$ cat config.mk
export PLATFORM = sky130hd
export DESIGN_NAME = ring_fifo_agent
export DESIGN_NICKNAME = d
export VERILOG_FILES = /design/src/rtl/ring_agent_pkg.sv /design/src/rtl/ring_chan_table.sv /design/src/rtl/ring_addr_gen.sv /design/src/rtl/ring_bus_seq.sv /design/src/rtl/ring_fifo_agent.sv
export SDC_FILE = /design/constraint.sdc
export NUM_CORES = 1
export LEC_CHECK = 0
export BUFFER_PORTS_ARGS = -buffer_cell sky130_fd_sc_hd__buf_2
export CAP_MARGIN = 20
export CORE_MARGIN = 2
export CORE_UTILIZATION = 46
export CTS_CLUSTER_SIZE = 25
export DETAILED_ROUTE_END_ITERATION = 12
export PLACE_DENSITY = 0.61
export SYNTH_ARGS = -nofsm -noshare
export SYNTH_HDL_FRONTEND = slang
export SYNTH_HIERARCHICAL = 1
export SYNTH_SLANG_ARGS = --single-unit
$ cat constraint.sdc
create_clock -name clk -period 8 [get_ports clk]
set_input_delay 0.4 -clock clk [delete_from_list [all_inputs] [get_ports clk]]
set_output_delay 0.4 -clock clk [all_outputs]
set_load 0.005 [all_outputs]
$ cat src/rtl/ring_agent_pkg.sv
package ring_agent_pkg;
  localparam int IDX_W = 8;

  typedef enum logic [2:0] {
    OP_INIT    = 3'd0,
    OP_EMPTY   = 3'd1,
    OP_FULL    = 3'd2,
    OP_GET_NB  = 3'd3,
    OP_GET_BLK = 3'd4,
    OP_PUT     = 3'd5
  } ring_op_e;

  typedef enum logic [2:0] {
    S_IDLE,
    S_ACQ,
    S_ACC,
    S_REL,
    S_RSP
  } seq_state_e;
endpackage

$ cat src/rtl/ring_chan_table.sv
module ring_chan_table #(
  parameter int NCH = 2,
  parameter int AW  = 16,
  localparam int CW = (NCH > 1) ? $clog2(NCH) : 1,
  localparam int IW = ring_agent_pkg::IDX_W
) (
  input  logic          clk,
  input  logic          rst_n,
  input  logic [CW-1:0] rd_ch,
  output logic [AW-1:0] rd_base,
  output logic [IW-1:0] rd_mask,
  output logic [IW-1:0] rd_in,
  output logic [IW-1:0] rd_out,
  input  logic          wr_en,
  input  logic [CW-1:0] wr_ch,
  input  logic [AW-1:0] wr_base,
  input  logic [IW-1:0] wr_mask,
  input  logic [IW-1:0] wr_in,
  input  logic [IW-1:0] wr_out
);
  logic [AW-1:0] base_r [NCH];
  logic [IW-1:0] mask_r [NCH];
  logic [IW-1:0] in_r   [NCH];
  logic [IW-1:0] out_r  [NCH];

  always_ff @(posedge clk) begin
    if (!rst_n) begin
      for (int i = 0; i < NCH; i++) begin
        base_r[i] <= '0;
        mask_r[i] <= '0;
        in_r[i]   <= '0;
        out_r[i]  <= '0;
      end
    end else if (wr_en) begin
      for (int i = 0; i < NCH; i++) begin
        if (wr_ch == CW'(i)) begin
          base_r[i] <= wr_base;
          mask_r[i] <= wr_mask;
          in_r[i]   <= wr_in;
          out_r[i]  <= wr_out;
        end
      end
    end
  end

  // An out-of-range channel reads as disabled.
  always_comb begin
    rd_base = '0;
    rd_mask = '0;
    rd_in   = '0;
    rd_out  = '0;
    for (int i = 0; i < NCH; i++) begin
      if (rd_ch == CW'(i)) begin
        rd_base = base_r[i];
        rd_mask = mask_r[i];
        rd_in   = in_r[i];
        rd_out  = out_r[i];
      end
    end
  end
endmodule

$ cat src/rtl/ring_addr_gen.sv
module ring_addr_gen #(
  parameter int AW = 16,
  localparam int IW = ring_agent_pkg::IDX_W
) (
  input  logic [2:0]    op,
  input  logic [1:0]    step,
  input  logic [AW-1:0] base,
  input  logic [IW-1:0] mask,
  input  logic [IW-1:0] in_idx,
  input  logic [IW-1:0] out_idx,
  input  logic [7:0]    put_byte,
  output logic [AW-1:0] addr,
  output logic          we,
  output logic [7:0]    wdata,
  output logic [IW-1:0] nxt_in,
  output logic [IW-1:0] nxt_out
);
  import ring_agent_pkg::*;

  localparam logic [AW-1:0] OFS_MASK = AW'(3);
  localparam logic [AW-1:0] OFS_IN   = AW'(2);
  localparam logic [AW-1:0] OFS_OUT  = AW'(1);

  assign nxt_in  = (in_idx + 1'b1) & mask;
  assign nxt_out = (out_idx + 1'b1) & mask;

  always_comb begin
    addr  = base - OFS_IN;
    we    = 1'b0;
    wdata = '0;
    case (op)
      OP_INIT: begin
        case (step)
          2'd0:    addr = base - OFS_MASK;
          2'd1:    addr = base - OFS_IN;
          default: addr = base - OFS_OUT;
        endcase
      end
      OP_EMPTY: addr = base - OFS_IN;
      OP_FULL:  addr = base - OFS_OUT;
      OP_GET_NB, OP_GET_BLK: begin
        case (step)
          2'd0: addr = base - OFS_IN;
          2'd1: addr = base + AW'(out_idx);
          default: begin
            addr  = base - OFS_OUT;
            we    = 1'b1;
            wdata = nxt_out;
          end
        endcase
      end
      OP_PUT: begin
        case (step)
          2'd0: addr = base - OFS_OUT;
          2'd1: begin
            addr  = base + AW'(in_idx);
            we    = 1'b1;
            wdata = put_byte;
          end
          default: begin
            addr  = base - OFS_IN;
            we    = 1'b1;
            wdata = nxt_in;
          end
        endcase
      end
      default: addr = base - OFS_IN;
    endcase
  end
endmodule

$ cat src/rtl/ring_bus_seq.sv
module ring_bus_seq #(
  parameter int NCH = 2,
  parameter int AW  = 16,
  localparam int CW = (NCH > 1) ? $clog2(NCH) : 1,
  localparam int IW = ring_agent_pkg::IDX_W
) (
  input  logic          clk,
  input  logic          rst_n,
  input  logic          cmd_valid,
  output logic          cmd_ready,
  input  logic [2:0]    cmd_op,
  input  logic [CW-1:0] cmd_ch,
  input  logic [AW-1:0] cmd_addr,
  input  logic [7:0]    cmd_byte,
  output logic          rsp_valid,
  input  logic          rsp_ready,
  output logic          rsp_flag,
  output logic [7:0]    rsp_byte,
  output logic          bus_req,
  input  logic          bus_gnt,
  output logic          mem_valid,
  input  logic          mem_ready,
  input  logic [7:0]    mem_rdata,
  input  logic [AW-1:0] tbl_base,
  input  logic [IW-1:0] tbl_mask,
  input  logic [IW-1:0] tbl_in,
  input  logic [IW-1:0] tbl_out,
  output logic          tbl_wr,
  output logic [CW-1:0] tbl_ch,
  output logic [2:0]    cur_op,
  output logic [1:0]    cur_step,
  output logic [AW-1:0] cur_base,
  output logic [IW-1:0] cur_mask,
  output logic [IW-1:0] cur_in,
  output logic [IW-1:0] cur_out,
  output logic [7:0]    cur_byte,
  input  logic [IW-1:0] nxt_in,
  input  logic [IW-1:0] nxt_out
);
  import ring_agent_pkg::*;

  seq_state_e    state_q;
  logic [2:0]    op_q;
  logic [CW-1:0] ch_q;
  logic [1:0]    step_q;
  logic          retry_q;
  logic          flag_q;
  logic [7:0]    byte_q;
  logic [AW-1:0] base_q;
  logic [IW-1:0] mask_q, in_q, out_q;
  logic          is_get, op_known;

  assign is_get   = (op_q == OP_GET_NB) || (op_q == OP_GET_BLK);
  assign op_known = (cmd_op <= OP_PUT);

  always_ff @(posedge clk) begin
    if (!rst_n) begin
      state_q <= S_IDLE;
      op_q    <= '0;
      ch_q    <= '0;
      step_q  <= '0;
      retry_q <= 1'b0;
      flag_q  <= 1'b0;
      byte_q  <= '0;
      base_q  <= '0;
      mask_q  <= '0;
      in_q    <= '0;
      out_q   <= '0;
    end else begin
      case (state_q)
        S_IDLE: if (cmd_valid) begin
          op_q    <= cmd_op;
          ch_q    <= cmd_ch;
          step_q  <= '0;
          retry_q <= 1'b0;
          flag_q  <= 1'b0;
          byte_q  <= (cmd_op == OP_PUT) ? cmd_byte : 8'h00;
          base_q  <= tbl_base;
          mask_q  <= tbl_mask;
          in_q    <= tbl_in;
          out_q   <= tbl_out;
          if (cmd_op == OP_INIT) begin
            base_q  <= cmd_addr;
            mask_q  <= '0;
            in_q    <= '0;
            out_q   <= '0;
            state_q <= (cmd_addr != '0) ? S_ACQ : S_RSP;
          end else if (op_known && tbl_base != '0) begin
            state_q <= S_ACQ;
          end else begin
            flag_q  <= op_known && (cmd_op == OP_EMPTY);
            state_q <= S_RSP;
          end
        end
        S_ACQ: if (bus_gnt) state_q <= S_ACC;
        S_ACC: if (mem_ready) begin
          step_q <= step_q + 2'd1;
          case (op_q)
            OP_INIT: begin
              case (step_q)
                2'd0: mask_q <= mem_rdata;
                2'd1: in_q   <= mem_rdata;
                default: begin
                  out_q   <= mem_rdata;
                  flag_q  <= 1'b1;
                  state_q <= S_REL;
                end
              endcase
            end
            OP_EMPTY: begin
              flag_q  <= (mem_rdata == out_q);
              state_q <= S_REL;
            end
            OP_FULL: begin
              flag_q  <= (mem_rdata == nxt_in);
              state_q <= S_REL;
            end
            OP_GET_NB, OP_GET_BLK: begin
              case (step_q)
                2'd0: if (mem_rdata == out_q) begin
                  retry_q <= (op_q == OP_GET_BLK);
                  state_q <= S_REL;
                end
                2'd1: byte_q <= mem_rdata;
                default: begin
                  out_q   <= nxt_out;
                  flag_q  <= 1'b1;
                  state_q <= S_REL;
                end
              endcase
            end
            default: begin
              case (step_q)
                2'd0: if (mem_rdata == nxt_in) begin
                  retry_q <= 1'b1;
                  state_q <= S_REL;
                end
                2'd1: ;
                default: begin
                  in_q    <= nxt_in;
                  flag_q  <= 1'b1;
                  state_q <= S_REL;
                end
              endcase
            end
          endcase
        end
        S_REL: if (!bus_gnt) begin
          if (retry_q) begin
            retry_q <= 1'b0;
            step_q  <= '0;
            state_q <= S_ACQ;
          end else begin
            state_q <= S_RSP;
          end
        end
        default: if (rsp_ready) state_q <= S_IDLE;
      endcase
    end
  end

  assign cmd_ready = (state_q == S_IDLE);
  assign bus_req   = (state_q == S_ACQ) || (state_q == S_ACC);
  assign mem_valid = (state_q == S_ACC);
  assign rsp_valid = (state_q == S_RSP);
  assign rsp_flag  = flag_q;
  assign rsp_byte  = is_get ? byte_q : 8'h00;
  assign tbl_wr    = (state_q == S_RSP) && rsp_ready && (op_q <= OP_PUT);
  assign tbl_ch    = ch_q;
  assign cur_op    = op_q;
  assign cur_step  = step_q;
  assign cur_base  = base_q;
  assign cur_mask  = mask_q;
  assign cur_in    = in_q;
  assign cur_out   = out_q;
  assign cur_byte  = byte_q;

  // memory is touched only inside an ownership window
  assert_mem_owned_R9: assert property (@(posedge clk) disable iff (!rst_n)
    mem_valid |-> (bus_req && bus_gnt));

  // a pending response holds its content
  assert_rsp_hold_R10: assert property (@(posedge clk) disable iff (!rst_n)
    (rsp_valid && !rsp_ready) |=> (rsp_valid && $stable(rsp_flag) && $stable(rsp_byte)));

  // one command at a time
  assert_single_cmd_R10: assert property (@(posedge clk) disable iff (!rst_n)
    cmd_ready |-> (!rsp_valid && !bus_req && !mem_valid));
endmodule

$ cat src/rtl/ring_fifo_agent.sv
module ring_fifo_agent #(
  parameter int NCH = 2,
  parameter int AW  = 16,
  localparam int CW = (NCH > 1) ? $clog2(NCH) : 1
) (
  input  logic          clk,
  input  logic          rst_n,
  input  logic          cmd_valid,
  output logic          cmd_ready,
  input  logic [2:0]    cmd_op,
  input  logic [CW-1:0] cmd_ch,
  input  logic [AW-1:0] cmd_addr,
  input  logic [7:0]    cmd_byte,
  output logic          rsp_valid,
  input  logic          rsp_ready,
  output logic          rsp_flag,
  output logic [7:0]    rsp_byte,
  output logic          bus_req,
  input  logic          bus_gnt,
  output logic          mem_valid,
  input  logic          mem_ready,
  output logic          mem_we,
  output logic [AW-1:0] mem_addr,
  output logic [7:0]    mem_wdata,
  input  logic [7:0]    mem_rdata
);
  localparam int IW = ring_agent_pkg::IDX_W;

  logic [AW-1:0] tbl_base, cur_base;
  logic [IW-1:0] tbl_mask, tbl_in, tbl_out;
  logic [IW-1:0] cur_mask, cur_in, cur_out, nxt_in, nxt_out;
  logic          tbl_wr;
  logic [CW-1:0] tbl_ch;
  logic [2:0]    cur_op;
  logic [1:0]    cur_step;
  logic [7:0]    cur_byte;

  ring_chan_table #(.NCH(NCH), .AW(AW)) u_table (
    .clk(clk), .rst_n(rst_n),
    .rd_ch(cmd_ch), .rd_base(tbl_base), .rd_mask(tbl_mask),
    .rd_in(tbl_in), .rd_out(tbl_out),
    .wr_en(tbl_wr), .wr_ch(tbl_ch), .wr_base(cur_base),
    .wr_mask(cur_mask), .wr_in(cur_in), .wr_out(cur_out)
  );

  ring_bus_seq #(.NCH(NCH), .AW(AW)) u_seq (
    .clk(clk), .rst_n(rst_n),
    .cmd_valid(cmd_valid), .cmd_ready(cmd_ready), .cmd_op(cmd_op),
    .cmd_ch(cmd_ch), .cmd_addr(cmd_addr), .cmd_byte(cmd_byte),
    .rsp_valid(rsp_valid), .rsp_ready(rsp_ready),
    .rsp_flag(rsp_flag), .rsp_byte(rsp_byte),
    .bus_req(bus_req), .bus_gnt(bus_gnt),
    .mem_valid(mem_valid), .mem_ready(mem_ready), .mem_rdata(mem_rdata),
    .tbl_base(tbl_base), .tbl_mask(tbl_mask), .tbl_in(tbl_in), .tbl_out(tbl_out),
    .tbl_wr(tbl_wr), .tbl_ch(tbl_ch),
    .cur_op(cur_op), .cur_step(cur_step), .cur_base(cur_base),
    .cur_mask(cur_mask), .cur_in(cur_in), .cur_out(cur_out), .cur_byte(cur_byte),
    .nxt_in(nxt_in), .nxt_out(nxt_out)
  );

  ring_addr_gen #(.AW(AW)) u_addr (
    .op(cur_op), .step(cur_step), .base(cur_base), .mask(cur_mask),
    .in_idx(cur_in), .out_idx(cur_out), .put_byte(cur_byte),
    .addr(mem_addr), .we(mem_we), .wdata(mem_wdata),
    .nxt_in(nxt_in), .nxt_out(nxt_out)
  );

  // a stalled access keeps its address, direction and data
  assert_mem_stable_R9: assert property (@(posedge clk) disable iff (!rst_n)
    (mem_valid && !mem_ready) |=> (mem_valid && $stable(mem_addr) &&
                                   $stable(mem_we) && $stable(mem_wdata)));

  // the block leaves reset idle with no request
  assert_reset_idle_R1: assert property (@(posedge clk)
    !rst_n |=> (cmd_ready && !bus_req && !rsp_valid));
endmodule

==> flow_summary.toml, run 1 <==
[critical_path]
startpoint_type = "flip-flop"
worstPathMaxFanout = 11
worstSetupEndpointType = "output pin"
critPathRequiredTime_ns = 7.60
timing.critical_path.arrival_ns = 3.69
cp_class = "reg2out"

[clock_tree]
cts_repair_resize_count = 0
post-cts-setup-buffers = 0
clk_root_buffer_cell = "sky130_fd_sc_hd__clkbuf_16"
cts.sinks = 139
clock_insertion_delay_worst_skew_ns = 0.43
cts-root-to-sink-buffers = 2
hold_buf_cts = 0
tritoncts = "yes"
h_tree_depth = 4
cts_inserted_buffers = 17
path_clk_slew_ns = 0.07

[global_route]
first_global_vias = 9080
grt_first_pass_wirelength_microns = 52850
globalRouteTotalUtil_pct = 28.21
antenna_found_initial = 0
leftover_overflow_at_the_end_of_global_routing = 0
grt_max_degree = 52

[routing]
via_per_inst = 6.398
routed-via-count = 9770
drc_errors = 0
drt-total-wl_microns = 34660
drt_pass1_iterations = 7
iter_0_drt_violations = 1243
postRouteAntennaNets = 0
route.detailed.wl_per_inst_microns = 22.69

[yosys]
yosys_warning_total = 6
async_reset_ff_share_pct = 0
postSynthAreaPerCell_sq_um = 8.838
netlist_area_sq_um = 10700
synth.distinct_cells = 90
yosys_register_bits = 139
syn-num-nets = 1279
most_common_flop_cell_mapped_by_yosys = "sky130_fd_sc_hd__edfxtp_1"
synth.yosys.seq_area_share_pct = 33.48
synth_cells = 1211
synth-edff-count = 80

[die]
die_area_sq_um = 24500
ios = 80
fp.coreArea_sq_um = 22710
row_count = 55
fp.dieH_microns = 156.5
floorplan.initialDensity_pct = 47.13
die-width_microns = 156.5

[pwr]
static-leakage-power_nw = 4.452
worst_ir_drop_vdd_mv = 0.1511
power-per-cell-area_nw_per_um2 = 349.4

[sta]
report.final.slew_viol_count = 0
actual_transition_at_the_worst_max_transition_pin_ns = 0.9976
layout_setup_ws_ns = 3.914
timing_hold_violations_final = 0
final_period_utilization_pct = 51.07
finalSetupViolations = 0
relSlewSlack_pct = 33.48
worst_clock_skew_on_the_final_layout_ns = 0.01514
timing.fmax_mhz = 244.8
tns_ns = 0
whs_ns = 0.2438
period_needed_ns = 4.086
unrepaired_setup_endpoints_after_global_routing = "false"

[job]
timing.max_cap.violations = 0

[finish]
num_antenna_cells = 0
layout-drive-gt1-share_pct = 18.44
final_nets = 1297
flow.area_growth_from_synthesis_pct = 9.165

[outcome]
status = "finished, final reports clean"

[placement]
port_buffers = 79
dpl.hpwl_microns = 23700
dpl_worst_slack_ns = 4.446
final_wtd_congestion = 0.9654

[worst_hold_path]
hold_path_class = "in2reg"
-- report_power, final --
group          internal, W  switching, W  total (W)  leakage (nW)
clock             0.000417      0.000341   0.000758         0.283
combinational     0.000851       0.00129    0.00214          2.85
sequential        0.000891      0.000288    0.00118          1.31
total              0.00216       0.00192    0.00408          4.45
-- state kept, by name (all words and copies together), names as in the netlist, 2 cells and up --
register / flops
u_table/mask_r: 16
u_seq/cur_out: 8
u_table/out_r: 16
u_seq/cur_base: 16
u_seq/cur_step: 2
u_seq/cur_byte: 8
u_seq/cur_op: 3
u_seq/state_q: 3
u_seq/cur_mask: 8
u_table/in_r: 16
u_table/base_r: 32
u_seq/cur_in: 8
-- kinds of logic after synthesis --
logic type,share of synthesized area (%)
buf+inv,6.056
fa+ha+maj,3.180
xor+xnor,6.792
compound gates,22.01
mux,8.160
simple gates,20.32
flops,33.48
-- cell type report --
| type | count | area [sq um] |
|---|---|---|
| clock buffer | 18 | 439.2 |
| clock inverter | 14 | 125.1 |
| fill | 2182 | 11030 |
| inverter | 25 | 96.34 |
| multi-input combinational | 943 | 6494 |
| sequential | 139 | 3585 |
| tap | 285 | 356.6 |
| timing repair buffer | 103 | 588.1 |
-- placed cells by master (no fill, tap or decap), drive strengths merged, types with 11 or more instances in the layout --
cell	n
dfxtp	59
nor2b	25
a22oi	26
ha	24
edfxtp	80
nor2	119
nor3	24
mux2	50
a211oi	44
xor2	27
inv	32
nand4	22
nand3	35
buf	103
o211ai	21
a21oi	63
nand2	98
a221oi	12
mux2i	31
and3	47
o21ai	59
clkbuf	18
nor4	16
xnor2	56
nand2b	11
-- cells in the mapped netlist (all sizes together), types with 6 or more instances --
cell type	n	share of area [%]
a21oi	63	3.2
mux2i	31	2.9
a31oi	7	0.41
dfxtp	59	11
buf	44	3.0
a311oi	8	0.65
xor2	27	2.2
nor2	119	4.5
a211oi	44	3.5
nor2b	25	1.5
o22ai	6	0.35
edfxtp	80	22
a22oi	26	1.8
o21ai	59	2.8
o211ai	21	1.5
inv	24	0.87
mux2	50	5.3
nor4	16	0.99
nand2	98	3.4
a22o	8	0.65
nand3	35	1.6
nor3	24	1.4
nand4	22	1.3
and3	47	2.7
ha	24	2.8
a221oi	12	1.2
clkbuf	60	2.2
xnor2	56	4.6
o221ai	7	0.57
nand2b	11	0.78
a221o	7	0.65
-- routing by layer --
metal  GRT usage [%]  routed length, microns  vias to the layer above
li1                -                       -                     4579
met1           40.04                   15370                     4720
met2           42.10                   15280                      408
met3           6.868                    3153                       63
met4           9.174                     853                        0
met5               0                       0                        -
-- per-stage QoR --
step	std cells	utilization, %	total power, W	area (sq um)
finish	1527	51.45	0.004082	11680
global route	1527	51.45	0.004359	11680
CTS	1527	51.45	0.004055	11680
detailed placement	1495	48.96	0.003283	11120
global placement	1494	48.88	0.003268	11100
floorplan	1211	-	0.002696	10700
-- worst max-delay path, cell delays in order, from the launching register on --
cell and delay, ns:
sky130_fd_sc_hd__dfxtp_1 0.78, sky130_fd_sc_hd__ha_1 0.36, sky130_fd_sc_hd__o21ai_0 0.11, sky130_fd_sc_hd__a21oi_1 0.55
sky130_fd_sc_hd__nand2_1 0.29, sky130_fd_sc_hd__and4_1 0.28, sky130_fd_sc_hd__o41ai_1 0.40, sky130_fd_sc_hd__a32o_1 0.22
sky130_fd_sc_hd__a22oi_1 0.06, sky130_fd_sc_hd__buf_2 0.19
-- final timing paths --
check,from,end,slack [ns],depth (start not counted)
min reg2reg,u_seq/rsp_flag,u_seq/rsp_flag,0.49,2
max reg2reg,u_seq/state_q[2],u_seq/cur_out[3],5.07,8
max,u_seq/cur_base[5],mem_addr[15],3.91,9
min,cmd_op[0],u_seq/cur_op[0],0.24,3
Power figures use the tool's default switching activity.
==> run 2: changes to the inputs <==
- ABC_AREA: not set -> 1
- PLACE_DENSITY: 0.61 -> 0.63
- clock period: 8 -> 3.5 ns (I/O delays scaled with it)
==> flow_summary.toml, run 2 <==
[outcome]
status = "finished, final reports clean"

[finish]
layout-drive-gt1-share_pct = 12.17
fillCellCount = 2430
final_nets = 1838
num_antenna_cells = 0
largest_register_ff_count = 32
most-common-layout-cells = "sky130_fd_sc_hd__nand2_1 (467), sky130_fd_sc_hd__inv_1 (232), sky130_fd_sc_hd__nand3_1 (169), sky130_fd_sc_hd__nor2_1 (166), sky130_fd_sc_hd__a21oi_1 (117)"
flow.area_growth_from_synthesis_pct = 10.91
max_flop_register = "u_table/base_r"
mostFrequentLayoutCell = "sky130_fd_sc_hd__nand2_1"

[critical_path]
startpoint_type = "flip-flop"
worstPathCellList = "inv_1 -> ha_1 -> nand2_1 -> nor2_4 -> nand2_1 -> nand2_1 -> nand2_1 -> nand2_1 -> nand2_1 -> nor2_1 -> a21oi_1 -> nand3_1 -> buf_2"
worstPathMaxFanout = 10
worstSetupEndpointType = "output pin"
worst_r2r_path_depth = 15
crit_path_frequent_cell = "sky130_fd_sc_hd__nand2_1"
crit_path_top_delay_cell = "sky130_fd_sc_hd__dfxtp_1"
timing.critical_path.arrival_ns = 2.83
critPathRequiredTime_ns = 3.32
critPathMaxStageDelay_ns = 0.59
cp_class = "reg2out"

[placement]
port_buffers = 79
dpl.hpwl_microns = 28080
final_wtd_congestion = 0.9633

[yosys]
syn-num-nets = 1784
synth_top_cells_by_count = "sky130_fd_sc_hd__nand2_1 (469), sky130_fd_sc_hd__inv_1 (232), sky130_fd_sc_hd__nand3_1 (169)"
postSynthAreaPerCell_sq_um = 6.469
netlist.area_leader.share_pct = 21.64
synth.distinct_cells = 52
ys_top_cells_by_area = "sky130_fd_sc_hd__edfxtp_1 (22%), sky130_fd_sc_hd__nand2_1 (16%), sky130_fd_sc_hd__dfxtp_1 (11%), sky130_fd_sc_hd__inv_1 (7.8%), sky130_fd_sc_hd__nand3_1 (7.6%)"
yosys_warning_total = 6
netlist_area_sq_um = 11100
synth.yosys.seq_area_share_pct = 32.28
yosys_register_bits = 139
synth.most_common_cell = "sky130_fd_sc_hd__nand2_1"
synth_cells = 1716
synth_area_leader_cell = "sky130_fd_sc_hd__edfxtp_1"
most_common_flop_cell_mapped_by_yosys = "sky130_fd_sc_hd__edfxtp_1"
async_reset_ff_share_pct = 0
synth-edff-count = 80

[routing]
routed-via-count = 11730
drt-total-wl_microns = 38270
iter_0_drt_violations = 1568
drt_pass1_iterations = 7
postRouteAntennaNets = 0
drc_errors = 0
via_per_inst = 5.578
route.detailed.wl_per_inst_microns = 18.21

[die]
fp.coreArea_sq_um = 23610
die_area_sq_um = 25390
ios = 80
row_count = 56
fp.dieH_microns = 159.3
floorplan.initialDensity_pct = 47.01
die-width_microns = 159.3

[sta]
finalSetupViolations = 0
report.final.slew_viol_count = 0
relSlewSlack_pct = 32.83
tns_ns = 0
actual_transition_at_the_worst_max_transition_pin_ns = 1.004
unrepaired_setup_endpoints_after_global_routing = "false"
period_needed_ns = 3.004
final_period_utilization_pct = 85.83
timing.fmax_mhz = 332.9
whs_ns = 0.09136
timing_hold_violations_final = 0
worst_clock_skew_on_the_final_layout_ns = 0.01955

[job]
timing.max_cap.violations = 0

[clock_tree]
h_tree_depth = 4
post-cts-setup-buffers = 0
hold_buf_cts = 0
cts-root-to-sink-buffers = 2
clk_root_buffer_cell = "sky130_fd_sc_hd__clkbuf_16"
tritoncts = "yes"
clock_insertion_delay_worst_skew_ns = 0.43
cts_inserted_buffers = 17
cts_repair_resize_count = 0
cts.sinks = 139
path_clk_slew_ns = 0.07

[global_route]
antenna_found_initial = 0
grt_first_pass_wirelength_microns = 59550
first_global_vias = 10640
leftover_overflow_at_the_end_of_global_routing = 0
grt_max_degree = 42
globalRouteTotalUtil_pct = 29.75

[worst_hold_path]
hold_path_class = "in2reg"
whs_path_depth = 3

[pwr]
power-per-cell-area_nw_per_um2 = 802.9
worst_ir_drop_vdd_mv = 0.3371
static-leakage-power_nw = 5.657
## run 2: cell count changes in the layout (fill, tap and decap cells not counted), moves of 22 or more
cell	before	now
sky130_fd_sc_hd__nand2_1	97	467
sky130_fd_sc_hd__mux2_2	50	0
sky130_fd_sc_hd__xnor2_1	56	11
sky130_fd_sc_hd__mux2i_1	31	0
sky130_fd_sc_hd__a211oi_1	36	0
sky130_fd_sc_hd__a21oi_1	60	117
sky130_fd_sc_hd__o21ai_0	55	111
sky130_fd_sc_hd__nand3_1	35	169
sky130_fd_sc_hd__nor2b_1	24	0
sky130_fd_sc_hd__nor2_1	114	166
sky130_fd_sc_hd__inv_1	22	232
sky130_fd_sc_hd__a22oi_1	26	4
sky130_fd_sc_hd__and3_1	47	1
## run 2: final timing paths
check                    startpoint           endpoint  slack, ns
setup reg to reg    u_seq/cur_in[0]   u_seq/state_q[2]       0.87
setup / recovery  u_seq/cur_base[1]       mem_addr[15]       0.50
hold / removal            cmd_op[1]    u_seq/cur_op[1]       0.09
hold reg to reg   u_seq/cur_byte[1]  u_seq/cur_byte[1]       0.49
## run 2: final cells by class
type | instances | area [sq um] | area share, %
multi-input cells | 1257 | 6231 | 50.61
flip-flops and latches | 139 | 3583 | 29.11
inverters | 254 | 958.4 | 7.785
repair buffers | 101 | 573.1 | 4.654
clock buffers | 18 | 429.2 | 3.486
well taps | 319 | 399.1 | 3.242
clock inverters | 14 | 137.6 | 1.118
## run 2: power by group
group	switching [W]	internal, W
combinational	0.00376	0.00179
sequential	0.000525	0.00204
clock	0.000777	0.000994
## run 2: routing by layer
layer | routed length (microns) | track usage [%] | vias up
met2 | 16260 | 44.49 | 594
met5 | 0 | 0 | -
li1 | - | - | 5700
met3 | 3410 | 5.340 | 72
met1 | 17480 | 43.34 | 5359
met4 | 1129 | 9.876 | 0
## run 2: per-stage QoR
step,util (%),power (W),instance area (sq um),cells,worst slack [ns]
floorplan,-,0.006350,11100,1716,0.9344
global placement,49.74,0.007938,11750,2070,0.9643
detailed placement,49.74,0.007978,11750,2070,0.9622
CTS,52.14,0.009765,12310,2102,0.5362
global route,52.14,0.01064,12310,2102,0.3217
finish,52.14,0.009886,12310,2102,0.4960
## run 2: cell families (layout without fill, tap and decap cells)
kind of cell	Yosys count	after routing	synth area share (%)
xor+xnor	23	23	1.815
buf+inv	320	387	11.68
flops	139	139	32.28
fa+ha+maj	26	26	3.066
simple gates	892	892	35.32
compound gates	316	316	15.84
## run 2: critical path, delay by kind of cell (launching register included)
family	cells	cell delay (ns)
flops	1	0.59
buf+inv	2	0.40
fa+ha+maj	1	0.31
compound gates	1	0.14
simple gates	9	0.98
